<file path="src/rtl/fs_pkg.sv">
package fs_pkg;
  localparam int SLOT_W = 2;

  typedef enum logic [1:0] {
    MUL_1X  = 2'b00,
    MUL_2X  = 2'b01,
    MUL_4X  = 2'b10,
    MUL_4XB = 2'b11
  } mult_e;

  function automatic logic [SLOT_W-1:0] last_slot(mult_e m);
    case (m)
      MUL_1X:  return SLOT_W'(0);
      MUL_2X:  return SLOT_W'(1);
      default: return SLOT_W'(3);
    endcase
  endfunction
endpackage

</file>
<file path="src/rtl/fs_mode_track.sv">
module fs_mode_track
  import fs_pkg::*;
#(
  parameter int                 CHAR_W    = 10,
  parameter logic [CHAR_W-1:0]  FILL_CODE = 10'b0001111010
) (
  input  logic              clk_i,
  input  logic              rst_ni,
  input  logic [CHAR_W-1:0] char_i,
  input  logic              char_vld_i,
  input  logic [1:0]        mult_sel_i,
  output logic              is_fill_o,
  output logic              prev_fill_o,
  output logic              mode_chg_o,
  output logic [SLOT_W-1:0] last_slot_o
);
  mult_e mult_q;
  logic  prev_fill_q;

  assign is_fill_o   = (char_i == FILL_CODE);
  assign mode_chg_o  = (mult_e'(mult_sel_i) != mult_q);
  assign prev_fill_o = prev_fill_q;
  assign last_slot_o = last_slot(mult_q);

  always_ff @(posedge clk_i or negedge rst_ni) begin
    if (!rst_ni) begin
      mult_q      <= MUL_1X;
      prev_fill_q <= 1'b0;
    end else begin
      mult_q <= mult_e'(mult_sel_i);
      if (char_vld_i) prev_fill_q <= is_fill_o;
    end
  end
endmodule

</file>
<file path="src/rtl/fs_slot_ctrl.sv">
module fs_slot_ctrl
  import fs_pkg::*;
#(
  parameter bit BLANK_MASK = 1'b1
) (
  input  logic              clk_i,
  input  logic              rst_ni,
  input  logic              char_vld_i,
  input  logic              blank_i,
  input  logic              is_fill_i,
  input  logic              prev_fill_i,
  input  logic              mode_chg_i,
  input  logic [SLOT_W-1:0] last_slot_i,
  output logic              accept_o,
  output logic              err_o
);
  logic              aligned_q, aligned_d;
  logic [SLOT_W-1:0] slot_q, slot_d;
  logic              raw_err;
  logic              data_slot, no_fill_mode, can_lock;

  assign data_slot    = (slot_q == '0);
  assign no_fill_mode = (last_slot_i == '0);
  // lock point: first non-fill after fill (or any non-fill with no padding)
  assign can_lock     = !is_fill_i && (no_fill_mode || prev_fill_i);

  always_comb begin
    accept_o  = 1'b0;
    raw_err   = 1'b0;
    aligned_d = aligned_q;
    slot_d    = slot_q;
    if (mode_chg_i) begin
      aligned_d = 1'b0;
      slot_d    = '0;
    end else if (char_vld_i) begin
      if (!aligned_q) begin
        if (can_lock) begin
          accept_o  = 1'b1;
          aligned_d = 1'b1;
          slot_d    = no_fill_mode ? '0 : SLOT_W'(1);
        end
      end else if (data_slot == is_fill_i) begin
        raw_err   = 1'b1;
        aligned_d = 1'b0;
        slot_d    = '0;
      end else begin
        accept_o = data_slot;
        slot_d   = (slot_q == last_slot_i) ? '0 : SLOT_W'(slot_q + 1'b1);
      end
    end
  end

  generate
    if (BLANK_MASK) begin : g_mask
      assign err_o = raw_err && !blank_i;
    end else begin : g_nomask
      logic unused_blank;
      assign unused_blank = blank_i;
      assign err_o = raw_err;
    end
  endgenerate

  always_ff @(posedge clk_i or negedge rst_ni) begin
    if (!rst_ni) begin
      aligned_q <= 1'b0;
      slot_q    <= '0;
    end else begin
      aligned_q <= aligned_d;
      slot_q    <= slot_d;
    end
  end
endmodule

</file>
<file path="src/rtl/fs_out_reg.sv">
module fs_out_reg #(
  parameter int CHAR_W = 10
) (
  input  logic              clk_i,
  input  logic              rst_ni,
  input  logic [CHAR_W-1:0] char_i,
  input  logic              accept_i,
  input  logic              err_i,
  output logic [CHAR_W-1:0] pix_o,
  output logic              pix_vld_o,
  output logic              err_o
);
  always_ff @(posedge clk_i or negedge rst_ni) begin
    if (!rst_ni) begin
      pix_o     <= '0;
      pix_vld_o <= 1'b0;
      err_o     <= 1'b0;
    end else begin
      if (accept_i) pix_o <= char_i;
      pix_vld_o <= accept_i;
      err_o     <= err_i;
    end
  end
endmodule

</file>
<file path="src/rtl/fill_strip.sv">
module fill_strip
  import fs_pkg::*;
#(
  parameter int                CHAR_W     = 10,
  parameter logic [CHAR_W-1:0] FILL_CODE  = 10'b0001111010,
  parameter bit                BLANK_MASK = 1'b1
) (
  input  logic              clk_i,
  input  logic              rst_ni,
  input  logic [CHAR_W-1:0] char_i,
  input  logic              char_vld_i,
  input  logic [1:0]        mult_sel_i,
  input  logic              blank_i,
  output logic [CHAR_W-1:0] pix_o,
  output logic              pix_vld_o,
  output logic              err_o
);
  logic              is_fill, prev_fill, mode_chg, accept, err;
  logic [SLOT_W-1:0] last_slot;

  fs_mode_track #(.CHAR_W(CHAR_W), .FILL_CODE(FILL_CODE)) u_mode (
    .clk_i       (clk_i),
    .rst_ni      (rst_ni),
    .char_i      (char_i),
    .char_vld_i  (char_vld_i),
    .mult_sel_i  (mult_sel_i),
    .is_fill_o   (is_fill),
    .prev_fill_o (prev_fill),
    .mode_chg_o  (mode_chg),
    .last_slot_o (last_slot)
  );

  fs_slot_ctrl #(.BLANK_MASK(BLANK_MASK)) u_slot (
    .clk_i       (clk_i),
    .rst_ni      (rst_ni),
    .char_vld_i  (char_vld_i),
    .blank_i     (blank_i),
    .is_fill_i   (is_fill),
    .prev_fill_i (prev_fill),
    .mode_chg_i  (mode_chg),
    .last_slot_i (last_slot),
    .accept_o    (accept),
    .err_o       (err)
  );

  fs_out_reg #(.CHAR_W(CHAR_W)) u_out (
    .clk_i     (clk_i),
    .rst_ni    (rst_ni),
    .char_i    (char_i),
    .accept_i  (accept),
    .err_i     (err),
    .pix_o     (pix_o),
    .pix_vld_o (pix_vld_o),
    .err_o     (err_o)
  );
endmodule

</file>
<file path="config.mk">
export PLATFORM = sky130hd
export DESIGN_NAME = fill_strip
export DESIGN_NICKNAME = d
export VERILOG_FILES = /design/src/rtl/fs_pkg.sv /design/src/rtl/fs_mode_track.sv /design/src/rtl/fs_slot_ctrl.sv /design/src/rtl/fs_out_reg.sv /design/src/rtl/fill_strip.sv
export SDC_FILE = /design/constraint.sdc
export NUM_CORES = 1
export LEC_CHECK = 0
export ABC_AREA = 0
export BUFFER_PORTS_ARGS = -buffer_cell sky130_fd_sc_hd__buf_2
export CELL_PAD_IN_SITES_DETAIL_PLACEMENT = 0
export CELL_PAD_IN_SITES_GLOBAL_PLACEMENT = 1
export CORE_MARGIN = 2
export CORE_UTILIZATION = 31
export CTS_BUF_LIST = sky130_fd_sc_hd__clkbuf_4
export DETAILED_ROUTE_END_ITERATION = 10
export PLACE_DENSITY_LB_ADDON = 0.1
export SKIP_LAST_GASP = 1
export SYNTH_ARGS = -nofsm -noshare
export SYNTH_HDL_FRONTEND = slang
export SYNTH_HIERARCHICAL = 1
export SYNTH_SLANG_ARGS = --single-unit
</file>
<file path="constraint.sdc">
create_clock -name clk_i -period 5.3 [get_ports clk_i]
set_input_delay 0.265 -clock clk_i [delete_from_list [all_inputs] [get_ports clk_i]]
set_output_delay 0.265 -clock clk_i [all_outputs]
set_load 0.01 [all_outputs]
</file>
==> metrics.yaml <==
place:
  dp.cells: 126
  place_hpwl_um: 1220
  io_buffer_count: 27
  place_congestion: 0.736
setup_path:
  endpoint: "u_out/pix_o[1]"
  critPathLaunchType: "flip-flop"
  r2r_setup_slack_ps: 2890
  crit_fanout: 11
  arrival_ps: 2590
  rr_endpoint: "u_out/pix_o[1]"
  cp.required_ps: 5480
  r2r_start: "u_mode/mult_q[1]"
  reg2regPathDepth: 5
  critPathKind: "reg -> reg"
  critical-path-max-stage-delay_ps: 900
  end_kind: "flip-flop"
  cp_slowest_cell: "nor3_2"
  startpoint: "u_mode/mult_q[1]"
  path_cells: "or2_2 > nor2_1 > o311ai_1 > nor3_2 > mux2_4"
cts:
  cts_tree: "yes"
  cts-resized-gates: 0
  clockBufferDepth: 2
  clkSinkCount: 18
  cts_root_buf: "clkbuf_4"
  cts_setup_buffers: 0
  clk_pin_slew_ps: 100
  htree_levels: 1
  cts_made_buffers: 3
  insertion_delay_ps: 290
sta:
  final_max_slew_viol_count: 0
  post-route-min-period_ps: 2410
  finalHoldViolations: 0
  tightest_slew_ps: 1100
  fmax_ghz: 0.414
  fin_crit_sh_pct: 45.5
  setup_tns_ps: 0
  clock_skew_ps: 5.62
  slew_headroom_pct: 26.0
  setup_viol_count_final: 0
  rsz0062_at_grt: "no"
logic_synthesis:
  avgSynthCellArea_um2: 12.6
  synth_seq_cells: 18
  netlist_area_um2: 880
  synthTopCellsByArea: "dfrtp_1, mux2_4, xnor2_1"
  yosys_warnings: 6
  synth_cell_type_count: 24
  yosysTopAreaCell: "dfrtp_1"
  synth_top_area_share_pct: 51.2
  syn_nets: 88
  yosysSeqAreaShare_pct: 51.2
  synthCells: 70
power_and_ir_drop:
  power.leakage_nw: 0.509
  ir_drop_mv: 0.147
  pwr_density_cell_mw_per_mm2: 305
floorplan:
  rows: 19
  core_mm2: 0.00273
  io_pins: 28
  die_w_um: 57.3
  fp.dieArea_mm2: 0.00328
  start_util_pct: 32.2
  die_y_um: 57.3
detailed_routing:
  detail_route.first_pass.iterations: 2
  routedWlPerCell_um: 12.3
  via_per_inst: 4.70
  drtAntennaViolNets: 0
  vias: 616
  drc: 0
  drt-initial-drc-count: 10
  drt_wl_total_um: 1620
layout:
  antenna_cells: 0
  num-nets-final: 119
  fin_util_pct: 39.5
  n_fill_cell: 277
  final_cells: 131
  final_common_cell: "buf_2"
  layout-drive-gt1-share_pct: 43.0
  final_cell_mix: "buf_2, dfrtp_1, mux2_4"
  areaGrowthSynthToFinish_pct: 22.8
run:
  cap_violations: 0
hold_path:
  min_path_type: "in -> reg"
grt:
  grt_pass1_wl_um: 2730
  antenna_found_initial: 0
  grt_max_degree: 19
  grt_use_total_pct: 10.9
  grt_pass1_vias: 633
  overflow: 0
run_status:
  status: "completed"
[report_power, final]
| group | internal [mW] | total, mW | switching, mW |
|---|---|---|---|
| clock network | 0.0273 | 0.0688 | 0.0415 |
| logic | 0.0523 | 0.0875 | 0.0352 |
| registers | 0.161 | 0.173 | 0.0123 |
| total | 0.240 | 0.329 | 0.0889 |
[Yosys cell counts]
cell type  count
dfrtp_1       18
mux2_4        10
nand2_1        5
a21oi_1        4
inv_1          4
xnor2_1        4
nor2_1         3
ha_1           2
nand2b_1       2
nor2b_1        2
nor3_1         2
o21ai_0        2
a311o_1        1
buf_6          1
clkbuf_1       1
nand4b_1       1
nand4bb_1      1
nor4b_1        1
o211ai_1       1
o311a_1        1
o311ai_1       1
o41ai_2        1
or2_1          1
or2_2          1
[worst min path at each step]
stage	start	endpoint	slack, ps	depth (start not counted)
2_1_floorplan	rst_ni	u_mode/mult_q[0]	-30	0
3_3_place_gp	rst_ni	u_out/pix_o[3]	220	1
3_5_place_dp	rst_ni	u_out/pix_o[3]	230	1
4_1_cts	mult_sel_i[1]	u_mode/mult_q[1]	90	1
5_1_grt	mult_sel_i[1]	u_mode/mult_q[1]	80	1
6_report	mult_sel_i[0]	u_mode/mult_q[0]	110	1
[per-layer routing]
layer / share of wire, % / global-route usage (%) / wire length, um / vias to the layer above
li1: - / - / - / 308
met1: 47 / 13.4 / 752 / 291
met2: 48 / 18.4 / 768 / 15
met3: 5.1 / 4.31 / 82 / 2
met4: 0.80 / 1.99 / 13 / 0
met5: 0 / 0 / 0 / -
[flip-flops by register name, summed over array words and instances, names as in the netlist]
| signal | cells |
|---|---|
| u_mode/prev_fill_o | 1 |
| u_mode/mult_q | 2 |
| u_slot/slot_q | 2 |
| u_out/pix_vld_o | 1 |
| u_slot/aligned_q | 1 |
| u_out/err_o | 1 |
| u_out/pix_o | 10 |
[final cells by class]
type | count | area, um^2 | share of cell area, %
Inverter | 4 | 15.0 | 1.39
Clock inverter | 1 | 3.75 | 0.348
Sequential cell | 18 | 450 | 41.7
Timing Repair Buffer | 28 | 145 | 13.4
Multi-Input combinational cell | 46 | 404 | 37.4
Clock buffer | 3 | 22.5 | 2.09
Tap cell | 31 | 38.8 | 3.59
[through the flow]
stage	instance area (um^2)	setup slack, ps	power [mW]	hold WS [ps]
final	1080	2890	0.329	106
after global routing	1080	2720	0.354	75.2
after CTS	1080	2830	0.338	89.6
after detailed placement	1040	2850	0.264	228
after global placement	1040	2850	0.265	223
after floorplan	880	3510	0.228	-30.6
[critical path, delay by kind of cell (launching register included)]
kind	cells	cell delay [ps]
flip-flops	1	450
AND/OR/NAND/NOR	3	1370
multiplexers	1	350
AO/OA/AOI/OAI	1	130
[repair_timing]
item	4_1_cts	5_1_grt
hold endpoints to repair	18	0
hold buffers	1	0
setup endpoints to repair	0	0
[cells by family after synthesis]
group           after synthesis  synth area share, %
buf+inv                       6                 3.41
fa+ha+maj                     2                 2.84
flops                        18                 51.2
mux                          10                 17.1
simple gates                 19                 12.1
compound gates               11                 9.39
xor+xnor                      4                 3.98
(Power assumes the default switching activity.)
